===== src/rtl/rat_pkg.sv =====
package rat_pkg;

    typedef enum logic {
        CMD_SETVL = 1'b0,
        CMD_AMOVE = 1'b1
    } cmd_op_e;

    // Share of cache trackers that prefetches may occupy: one third, never zero.
    function automatic int trk_cap(input int total);
        int cap;
        cap = total / 3;
        if (cap < 1) cap = 1;
        return cap;
    endfunction

endpackage


===== src/rtl/rat_bytefifo.sv =====
module rat_bytefifo #(
    parameter int DEPTH = 8,
    parameter int CNT_W = 12,
    parameter int SUM_W = 16
) (
    input  logic             clk,
    input  logic             rst,
    input  logic             push,
    input  logic [CNT_W-1:0] push_bytes,
    input  logic             pop_req,
    output logic             full,
    output logic             empty,
    output logic [SUM_W-1:0] sum
);
    localparam int PTR_W = (DEPTH > 1) ? $clog2(DEPTH) : 1;
    localparam int OCC_W = $clog2(DEPTH + 1);

    logic [CNT_W-1:0] slot [DEPTH];
    logic [PTR_W-1:0] rd_ptr, wr_ptr;
    logic [OCC_W-1:0] occ;
    logic             pop;
    logic [CNT_W-1:0] head;

    function automatic logic [PTR_W-1:0] bump(input logic [PTR_W-1:0] p);
        return (p == PTR_W'(DEPTH - 1)) ? '0 : p + 1'b1;
    endfunction

    assign full  = (occ == OCC_W'(DEPTH));
    assign empty = (occ == '0);
    assign pop   = pop_req && !empty;
    assign head  = slot[rd_ptr];

    for (genvar g = 0; g < DEPTH; g++) begin : g_slot
        always_ff @(posedge clk) begin
            if (push && wr_ptr == PTR_W'(g)) slot[g] <= push_bytes;
        end
    end

    always_ff @(posedge clk) begin
        if (rst) begin
            rd_ptr <= '0;
            wr_ptr <= '0;
            occ    <= '0;
            sum    <= '0;
        end else begin
            if (push) wr_ptr <= bump(wr_ptr);
            if (pop)  rd_ptr <= bump(rd_ptr);
            case ({push, pop})
                2'b10:   occ <= occ + 1'b1;
                2'b01:   occ <= occ - 1'b1;
                default: occ <= occ;
            endcase
            sum <= sum + (push ? SUM_W'(push_bytes) : '0) - (pop ? SUM_W'(head) : '0);
        end
    end

    AST_EMPTY_SUM_ZERO: assert property (@(posedge clk) disable iff (rst)
        empty |-> (sum == '0));
    AST_BOTH_NET: assert property (@(posedge clk) disable iff (rst)
        (push && pop) |=> (sum == $past(sum) + SUM_W'($past(push_bytes)) - SUM_W'($past(head))));
endmodule


===== src/rtl/rat_cmdregs.sv =====
module rat_cmdregs #(
    parameter int NAREG  = 32,
    parameter int ADDR_W = 48,
    parameter int VLEN_W = 12
) (
    input  logic                      clk,
    input  logic                      rst,
    input  logic                      cmd_valid,
    input  rat_pkg::cmd_op_e          cmd_op,
    input  logic [$clog2(NAREG)-1:0]  cmd_idx,
    input  logic [ADDR_W-1:0]         cmd_data,
    input  logic [$clog2(NAREG)-1:0]  pf_areg,
    input  logic [1:0]                pf_esz,
    output logic [ADDR_W-1:0]         pf_addr,
    output logic [VLEN_W+2:0]         pf_bytes
);
    localparam int AREG_W = $clog2(NAREG);

    logic [ADDR_W-1:0] areg [NAREG];
    logic [VLEN_W-1:0] vlen;

    for (genvar g = 0; g < NAREG; g++) begin : g_areg
        always_ff @(posedge clk) begin
            if (rst)
                areg[g] <= '0;
            else if (cmd_valid && cmd_op == rat_pkg::CMD_AMOVE && cmd_idx == AREG_W'(g))
                areg[g] <= cmd_data;
        end
    end

    always_ff @(posedge clk) begin
        if (rst)
            vlen <= '0;
        else if (cmd_valid && cmd_op == rat_pkg::CMD_SETVL)
            vlen <= cmd_data[VLEN_W-1:0];
    end

    assign pf_addr  = areg[pf_areg];
    assign pf_bytes = {3'b000, vlen} << pf_esz;

    AST_VL_CAPTURE: assert property (@(posedge clk) disable iff (rst)
        (cmd_valid && cmd_op == rat_pkg::CMD_SETVL) |=> (vlen == $past(cmd_data[VLEN_W-1:0])));
endmodule


===== src/rtl/rat_gate.sv =====
module rat_gate #(
    parameter int SKIP_BLKS = 2,
    parameter int TRK_TOTAL = 24
) (
    input  logic clk,
    input  logic rst,
    input  logic blk_accept,
    input  logic pf_valid,
    input  logic pf_unit,
    input  logic below_limit,
    input  logic trk_ack,
    output logic pf_grant,
    output logic pf_drop
);
    localparam int CAP  = rat_pkg::trk_cap(TRK_TOTAL);
    localparam int TK_W = $clog2(CAP + 1);
    localparam int SK_W = $clog2(SKIP_BLKS + 2);

    logic [SK_W-1:0] skip_cnt;
    logic [TK_W-1:0] trk_cnt;
    logic            skipping, trk_room, trk_dec;

    assign skipping = (skip_cnt < SK_W'(SKIP_BLKS));
    assign trk_room = (trk_cnt < TK_W'(CAP));
    assign trk_dec  = trk_ack && (trk_cnt != '0);
    assign pf_drop  = pf_valid && (skipping || !pf_unit);
    assign pf_grant = pf_valid && pf_unit && !skipping && below_limit && trk_room;

    always_ff @(posedge clk) begin
        if (rst)
            skip_cnt <= '0;
        else if (blk_accept && skipping)
            skip_cnt <= skip_cnt + 1'b1;
    end

    always_ff @(posedge clk) begin
        if (rst) begin
            trk_cnt <= '0;
        end else begin
            case ({pf_grant, trk_dec})
                2'b10:   trk_cnt <= trk_cnt + 1'b1;
                2'b01:   trk_cnt <= trk_cnt - 1'b1;
                default: trk_cnt <= trk_cnt;
            endcase
        end
    end

    AST_TRK_CAP: assert property (@(posedge clk) disable iff (rst)
        trk_cnt <= TK_W'(CAP));
    AST_SKIP_NO_GRANT: assert property (@(posedge clk) disable iff (rst)
        skipping |-> !pf_grant);
    AST_GRANT_DROP_EXCL: assert property (@(posedge clk) disable iff (rst)
        !(pf_grant && pf_drop));
endmodule


===== src/rtl/rat_throttle_ctrl.sv =====
module rat_throttle_ctrl #(
    parameter int DEPTH     = 8,
    parameter int CNT_W     = 12,
    parameter int LIMIT     = 4096,
    parameter int TRK_TOTAL = 24,
    parameter int SKIP_BLKS = 2,
    parameter int NAREG     = 32,
    parameter int ADDR_W    = 48,
    parameter int VLEN_W    = 12
) (
    input  logic                     clk,
    input  logic                     rst,
    input  logic                     cmd_valid,
    input  logic                     cmd_op,
    input  logic [$clog2(NAREG)-1:0] cmd_idx,
    input  logic [ADDR_W-1:0]        cmd_data,
    input  logic                     blk_valid,
    input  logic [CNT_W-1:0]         blk_bytes,
    output logic                     blk_ready,
    input  logic                     lane_ack,
    input  logic                     pf_valid,
    input  logic                     pf_unit,
    input  logic [$clog2(NAREG)-1:0] pf_areg,
    input  logic [1:0]               pf_esz,
    output logic                     pf_grant,
    output logic                     pf_drop,
    output logic [ADDR_W-1:0]        pf_addr,
    output logic [VLEN_W+2:0]        pf_bytes,
    input  logic                     trk_ack
);
    localparam int SUM_W = CNT_W + $clog2(DEPTH + 1);

    logic             q_full, q_empty, blk_accept, below_limit;
    logic [SUM_W-1:0] out_bytes;

    assign blk_ready   = !q_full;
    assign blk_accept  = blk_valid && !q_full;
    assign below_limit = (out_bytes < SUM_W'(LIMIT));

    rat_bytefifo #(.DEPTH(DEPTH), .CNT_W(CNT_W), .SUM_W(SUM_W)) u_fifo (
        .clk        (clk),
        .rst        (rst),
        .push       (blk_accept),
        .push_bytes (blk_bytes),
        .pop_req    (lane_ack),
        .full       (q_full),
        .empty      (q_empty),
        .sum        (out_bytes)
    );

    rat_gate #(.SKIP_BLKS(SKIP_BLKS), .TRK_TOTAL(TRK_TOTAL)) u_gate (
        .clk         (clk),
        .rst         (rst),
        .blk_accept  (blk_accept),
        .pf_valid    (pf_valid),
        .pf_unit     (pf_unit),
        .below_limit (below_limit),
        .trk_ack     (trk_ack),
        .pf_grant    (pf_grant),
        .pf_drop     (pf_drop)
    );

    rat_cmdregs #(.NAREG(NAREG), .ADDR_W(ADDR_W), .VLEN_W(VLEN_W)) u_regs (
        .clk       (clk),
        .rst       (rst),
        .cmd_valid (cmd_valid),
        .cmd_op    (rat_pkg::cmd_op_e'(cmd_op)),
        .cmd_idx   (cmd_idx),
        .cmd_data  (cmd_data),
        .pf_areg   (pf_areg),
        .pf_esz    (pf_esz),
        .pf_addr   (pf_addr),
        .pf_bytes  (pf_bytes)
    );

    AST_GRANT_UNDER_LIMIT: assert property (@(posedge clk) disable iff (rst)
        pf_grant |-> (out_bytes < SUM_W'(LIMIT)));
    AST_FULL_NOT_EMPTY: assert property (@(posedge clk) disable iff (rst)
        !blk_ready |-> !q_empty);
endmodule


===== config.mk =====
export PLATFORM = sky130hd
export DESIGN_NAME = rat_throttle_ctrl
export DESIGN_NICKNAME = d
export VERILOG_FILES = /design/src/rtl/rat_pkg.sv /design/src/rtl/rat_bytefifo.sv /design/src/rtl/rat_cmdregs.sv /design/src/rtl/rat_gate.sv /design/src/rtl/rat_throttle_ctrl.sv
export SDC_FILE = /design/constraint.sdc
export NUM_CORES = 2
export LEC_CHECK = 0
export BUFFER_PORTS_ARGS = -buffer_cell sky130_fd_sc_hd__buf_4
export CORE_ASPECT_RATIO = 1.4
export CORE_UTILIZATION = 55
export CTS_CLUSTER_DIAMETER = 80
export DETAILED_ROUTE_END_ITERATION = 8
export PLACE_DENSITY_LB_ADDON = 0.3
export SLEW_MARGIN = 20
export SYNTH_ARGS = -nofsm -noshare
export SYNTH_HDL_FRONTEND = slang
export SYNTH_SLANG_ARGS = --single-unit

===== constraint.sdc =====
create_clock -name clk -period 4.5 [get_ports clk]
set_input_delay 0 -clock clk [delete_from_list [all_inputs] [get_ports clk]]
set_output_delay 0 -clock clk [all_outputs]
set_load 0.005 [all_outputs]

**Word-level counts from Yosys, hierarchy flattened**

Memory sizes are Yosys's and may differ from the RTL's. A register that Yosys moved wholly into a read port is not among the register bits.
Cells that the tools add are included.

- Word-level logic and storage cells: 343
- ROM bits: 0
- Latch bits: 0
- RAM bits: 1,632
- Memories: 2
- Output and inout port bits: 66
- Register bits after elaboration: 44

Memory list:

| name | depth | width | read ports | clocked after memory_dff | write ports | RTL line | RTL |
|---|---|---|---|---|---|---|---|
| u_regs.areg | 32 | 48 | 1 | 0 | 32 | rat_cmdregs.sv:19 | `logic [ADDR_W-1:0] areg [NAREG];` |
| u_fifo.slot | 8 | 12 | 1 | 1 | 1 | rat_bytefifo.sv:18 | `logic [CNT_W-1:0] slot [DEPTH];` |

- Add/subtract/negate cells: 9
- Equality and inequality tests: 44
- Order comparisons: 3
- Divide/modulo/power cells: 0
- Shift-type cells: 1
- $mul: 0
- Bitwise gates (word level): 33
- Muxes and demuxes: 175
- Reduce and logical (&&, ||, !) cells: 69

Operator list:

| operator | number |
|---|---|
| $mux 48 | 32 |
| $mux 1 | 121 |
| $mux 12 | 9 |
| $reduce_or 12->1 | 7 |
| $eq 5x5->1 const B | 16 |
| $logic_and 1x1->1 | 51 |
| $eq 5x4->1 const B | 8 |
| $mux 3 | 11 |
| $or 1x1->1 | 32 |
| $eq 5x3->1 const B | 4 |
| $add 16x16->16 | 1 |
| $lt 16x13->1 const B | 1 |
| $pmux 4 s2 | 2 |
| $sub 16x16->16 | 1 |
| $eq 3x3->1 const B | 5 |
| $shl 12x2->15 | 1 |
| $eq 5x2->1 const B | 2 |
| $add 4x1->4 const B | 2 |
| $sub 4x1->4 const B | 2 |
| $add 3x1->3 const B | 2 |
| $eq 3x2->1 const B | 2 |
| $eq 5x1->1 const B | 1 |
| $logic_not 5->1 | 1 |
| $eq 2x1->1 const B | 2 |
| other kinds (13) | 18 |

**Logic depth before layout (Yosys ltp)**

- Word-level depth: 14
- Depth in mapped cells: 15

**Modules after synthesis**

From an unflattened synthesis, not the netlist that was laid out.

- Cells, all modules: 5,763
- Area total of the unflattened synthesis: 77,923.5 sq um

By module, submodules not included:

| module | times used | cells each | area each (sq um) | seq. area each (sq um) |
|---|---|---|---|---|
| rat_cmdregs | 1 | 5,294 | 71,622.4 | 46,364.5 |
| rat_bytefifo | 1 | 426 | 5,934.4 | 3,463.3 |
| rat_gate | 1 | 40 | 344.1 | 120.1 |
| rat_throttle_ctrl | 1 | 3 | 22.5 | 0.0 |

**Worst setup path before layout**

No wires, ideal clock.

- Path type: reg-to-reg
- Start: register with a tool-made name
- End: register u_fifo.sum[14]
- Data arrival time: 3.699 ns
- Slack: 0.680 ns
- Stages on the path, launching flop included: 15
- Clock period less this slack: 3.820 ns
- Path through: dfxtp_1 clkbuf_1 buf_2 mux4_2 mux2i_1 nor2_1 fa_1 inv_1 ha_1 clkbuf_1 a21o_1 a221oi_1 o211ai_1 a41oi_1 mux2_2

RTL lines:

| what | RTL line | RTL |
|---|---|---|
| to (signal assigned) | rat_bytefifo.sv:53 | `sum <= sum + (push ? SUM_W'(push_bytes) : '0) - (pop ? SUM_W'(head) : '0);` |
| to (decl) | rat_bytefifo.sv:13 | `output logic [SUM_W-1:0] sum` |

**Worst setup path in the final report**

- Start: register u_fifo.occ[0]
- End: register u_fifo.sum[14]

- Longest elaborated chain between the ends: 6
- Elaborated cells on any way between the ends: 10

RTL lines:

| what | RTL line | RTL |
|---|---|---|
| from (decl) | rat_bytefifo.sv:20 | `logic [OCC_W-1:0] occ;` |
| from (signal assigned) | rat_bytefifo.sv:49 | `2'b10: occ <= occ + 1'b1;` |
| from (signal assigned) | rat_bytefifo.sv:50 | `2'b01: occ <= occ - 1'b1;` |
| $eq 4x4->1 | rat_bytefifo.sv:28 | `assign full = (occ == OCC_W'(DEPTH));` |
| $logic_not 1->1 | rat_throttle_ctrl.sv:37 | `assign blk_accept = blk_valid && !q_full;` |
| $logic_and 1x1->1 | rat_throttle_ctrl.sv:37 |  |
| $mux 12 | rat_bytefifo.sv:53 |  |
| $add 16x16->16 | rat_bytefifo.sv:53 |  |
| $sub 16x16->16 (*) | rat_bytefifo.sv:53 |  |

Every way passes the cells marked *; elsewhere a longest branch is shown, timed or not.
A chain may end at the register's enable or synchronous reset.

==> impl_metrics.tcl <==
set metrics [dict create \
    met2WireLength_um 111000 \
    core-area_um2 138000 \
    timing.clock.skew_ns 0.0252 \
    root_buffer "sky130_fd_sc_hd__clkbuf_16" \
    post-route-drc-count 0 \
    min_period_ns 4.06 \
    synth-main-ff-cell "sky130_fd_sc_hd__edfxtp_1" \
    drtPass1Iterations 6 \
    number_of_buffers_inserted_by_port_buffering 146 \
    timing.max_slew.rel_slack 0.198 \
    max-clock-path-buffers 3 \
    tritoncts_num_sinks 1679 \
    synthesis.area_per_instance_um2 16.4 \
    number_of_global_route_vias_before_repair 43658 \
    finalSetupTns_ns 0 \
    fin_nets 4879 \
    topRoutingLayerUsed "met5" \
    syn_nets 4788 \
    crit_path_start_kind "register" \
    antenna_violations_before_repair 14 \
    cts_tree "done" \
    synth.lib_cells_used.distinct 43 \
    post_cts_hold_buffer_count 101 \
    post-cts-setup-buffer-count 0 \
    clkSlewWorstSetupHoldPaths_ns 0.07 \
    ff_latch_area_um2 49900 \
    yosys-top-cells-count "sky130_fd_sc_hd__edfxtp_1 (1632), sky130_fd_sc_hd__and2_1 (1538), sky130_fd_sc_hd__mux4_2 (507)" \
    hold_ws_ns 0.0526 \
    critPathMaxFanout 18 \
    synth_seq_cells 1679 \
    floorplan_die_area_um2 140000 \
    synth_enable_flop_cells 1632 \
    critical_path_arrival_ns 4.75 \
    timing.max_cap.violations 0 \
    fillers 9684 \
    mappedNetlistArea_um2 76300 \
    wl_met1_um 73200 \
    fmax_mhz 246 \
    routed_wl_um 213000 \
    antenna_left 0 \
    cts_max_level 4 \
    dr_wl_met3_um 19300 \
    grt.total_usage 0.310 \
    yosys.area.top_type_share 0.642 \
    drive_above_1_share 0.232 \
    core.rowCount 161 \
    cellPowerDensity_nw_per_um2 424 \
    synthMostInstantiatedCell "sky130_fd_sc_hd__edfxtp_1" \
    critical_path.endpoint_type "register" \
    synthesis.instances 4660 \
    synth.largest_area_cell "sky130_fd_sc_hd__edfxtp_1" \
    cts-buffers-inserted 158 \
    rsz0062_at_grt "no" \
    starting_drc_count_in_detailed_routing 5812 \
    static-leakage-power_nw 29.7 \
    timing.final.max_slew_violations 0 \
    setup_viol 0 \
    dr_total_vias 42493 \
    ir_drop_uv 457 \
    dp.final_hpwl_um 122000 \
    crit_required_ns 5.19 \
    wl_per_cell_um 32.0 \
    vias_per_cell 6.37 \
    period_share 0.902 \
    die_h_um 443 \
    grt_start_max_net_pins 78 \
    timing.final.hold_violations 0 \
    place_congestion 0.852 \
    multi_input_area_um2 24900 \
    io_pins 147 \
    first_pass_grt_wire_length_um 305000 \
    area.growth.synth_to_final_pct 12.7 \
    start_util 0.555 \
    clkLatencyLatePin_ns 0.80 \
    synth_area_leaders "sky130_fd_sc_hd__edfxtp_1 (64%), sky130_fd_sc_hd__mux4_2 (15%), sky130_fd_sc_hd__and2_1 (13%)" \
    proportion_of_synthesized_chip_area_in_sequential_cells 0.655 \
    floorplan.die.width_um 317 \
    holdCritPathClass "in2reg" \
    setup.worst_path.class "reg2reg" \
    grt_remaining_overflow 0 \
    outcome "completed" \
    ys.warnings.count 0 \
    cts-resized-gates 0 \
    tightest_slew_ns 1.20 \
    asyncSetResetFlopFracSynth 0 \
]
[report_power, final]
part	switching, mW	internal (mW)	total [mW]
logic	2.56	2.04	4.61
clock network	5.85	7.71	13.6
registers	0.277	18.0	18.3
total	8.69	27.8	36.5
[cell usage in the layout (no fill, tap or decap), drive strengths merged, types with 55 or more instances in the layout]
cell,n
dlygate4sd3,101
edfxtp,1632
clkinv,57
nor2,75
and2,1538
buf,280
mux4,507
nand2,55
mux2,58
clkbuf,202
[worst paths after layout]
kind / start / end / slack, ns / depth (start not counted)
max: u_fifo.occ[0]$_SDFFE_PP0P_ / u_fifo.sum[14]$_SDFF_PP0_ / 0.44 / 10
min: blk_bytes[7] / u_fifo.slot[6][7]$_DFFE_PP_ / 0.05 / 2
min reg2reg: u_fifo.rd_ptr[2]$_SDFFE_PP0N_ / register / 0.50 / 2
max reg2reg: u_fifo.occ[0]$_SDFFE_PP0P_ / u_fifo.sum[14]$_SDFF_PP0_ / 0.44 / 10
[cell families (layout without fill, tap and decap cells)]
family	count (synthesis)	count (layout)	synth area share
adder cells (fa/ha/maj)	47	47	0.00908
multiplexers	583	583	0.161
other	0	9	0
XOR/XNOR	13	13	0.00149
AO/OA/AOI/OAI	107	107	0.00922
AND/OR/NAND/NOR	1735	1735	0.138
flip-flops	1679	1679	0.655
buffers and inverters	496	710	0.0271
[registers in the layout (all words and copies together), names as in the netlist, named ones only]
name             count
u_fifo.wr_ptr        3
u_regs.vlen         12
u_fifo.occ           4
u_regs.areg       1536
u_gate.skip_cnt      2
u_fifo.slot         96
u_gate.trk_cnt       4
u_fifo.rd_ptr        3
u_fifo.sum          16
[through the flow]
stage                     setup slack [ns]  cell area [um^2]  power [mW]   util  std cells
final                                0.441             86000        36.5  0.625       6676
after global routing                 0.239             86000        37.5  0.625       6667
after CTS                            0.528             86000        36.5  0.625       6667
after detailed placement             0.528             79800        23.1  0.580       6283
after global placement               0.597             79700        23.0  0.580       6280
after floorplan                      0.680             76300        21.6      -       4660
[layout make-up]
| cell class | count | share of cell area |
|---|---|---|
| flip-flops and latches | 1679 | 0.581 |
| multi-input cells | 2485 | 0.289 |
| repair buffers | 381 | 0.0414 |
| clock inverters | 81 | 0.0100 |
| inverters | 46 | 0.00201 |
| clock buffers | 202 | 0.0499 |
| diodes | 9 | 0.000262 |
| well taps | 1793 | 0.0261 |
[critical path, cell delays in order, from the launching register on]
cell	delay [ns]
sky130_fd_sc_hd__dfxtp_1	0.35
sky130_fd_sc_hd__or4b_2	0.74
sky130_fd_sc_hd__and2_1	0.41
sky130_fd_sc_hd__nand2_1	0.19
sky130_fd_sc_hd__fa_1	0.46
sky130_fd_sc_hd__fa_1	0.41
sky130_fd_sc_hd__nor2b_1	0.25
sky130_fd_sc_hd__o211ai_1	0.14
sky130_fd_sc_hd__a31oi_1	0.47
sky130_fd_sc_hd__a41oi_1	0.23
sky130_fd_sc_hd__mux2_2	0.31
[layer usage]
metal,GRT usage,vias to the layer above
li1,-,17397
met1,0.383,22146
met2,0.535,2436
met3,0.0501,508
met4,0.140,6
met5,0,-
No activity file was read; power rests on OpenSTA's default activity.
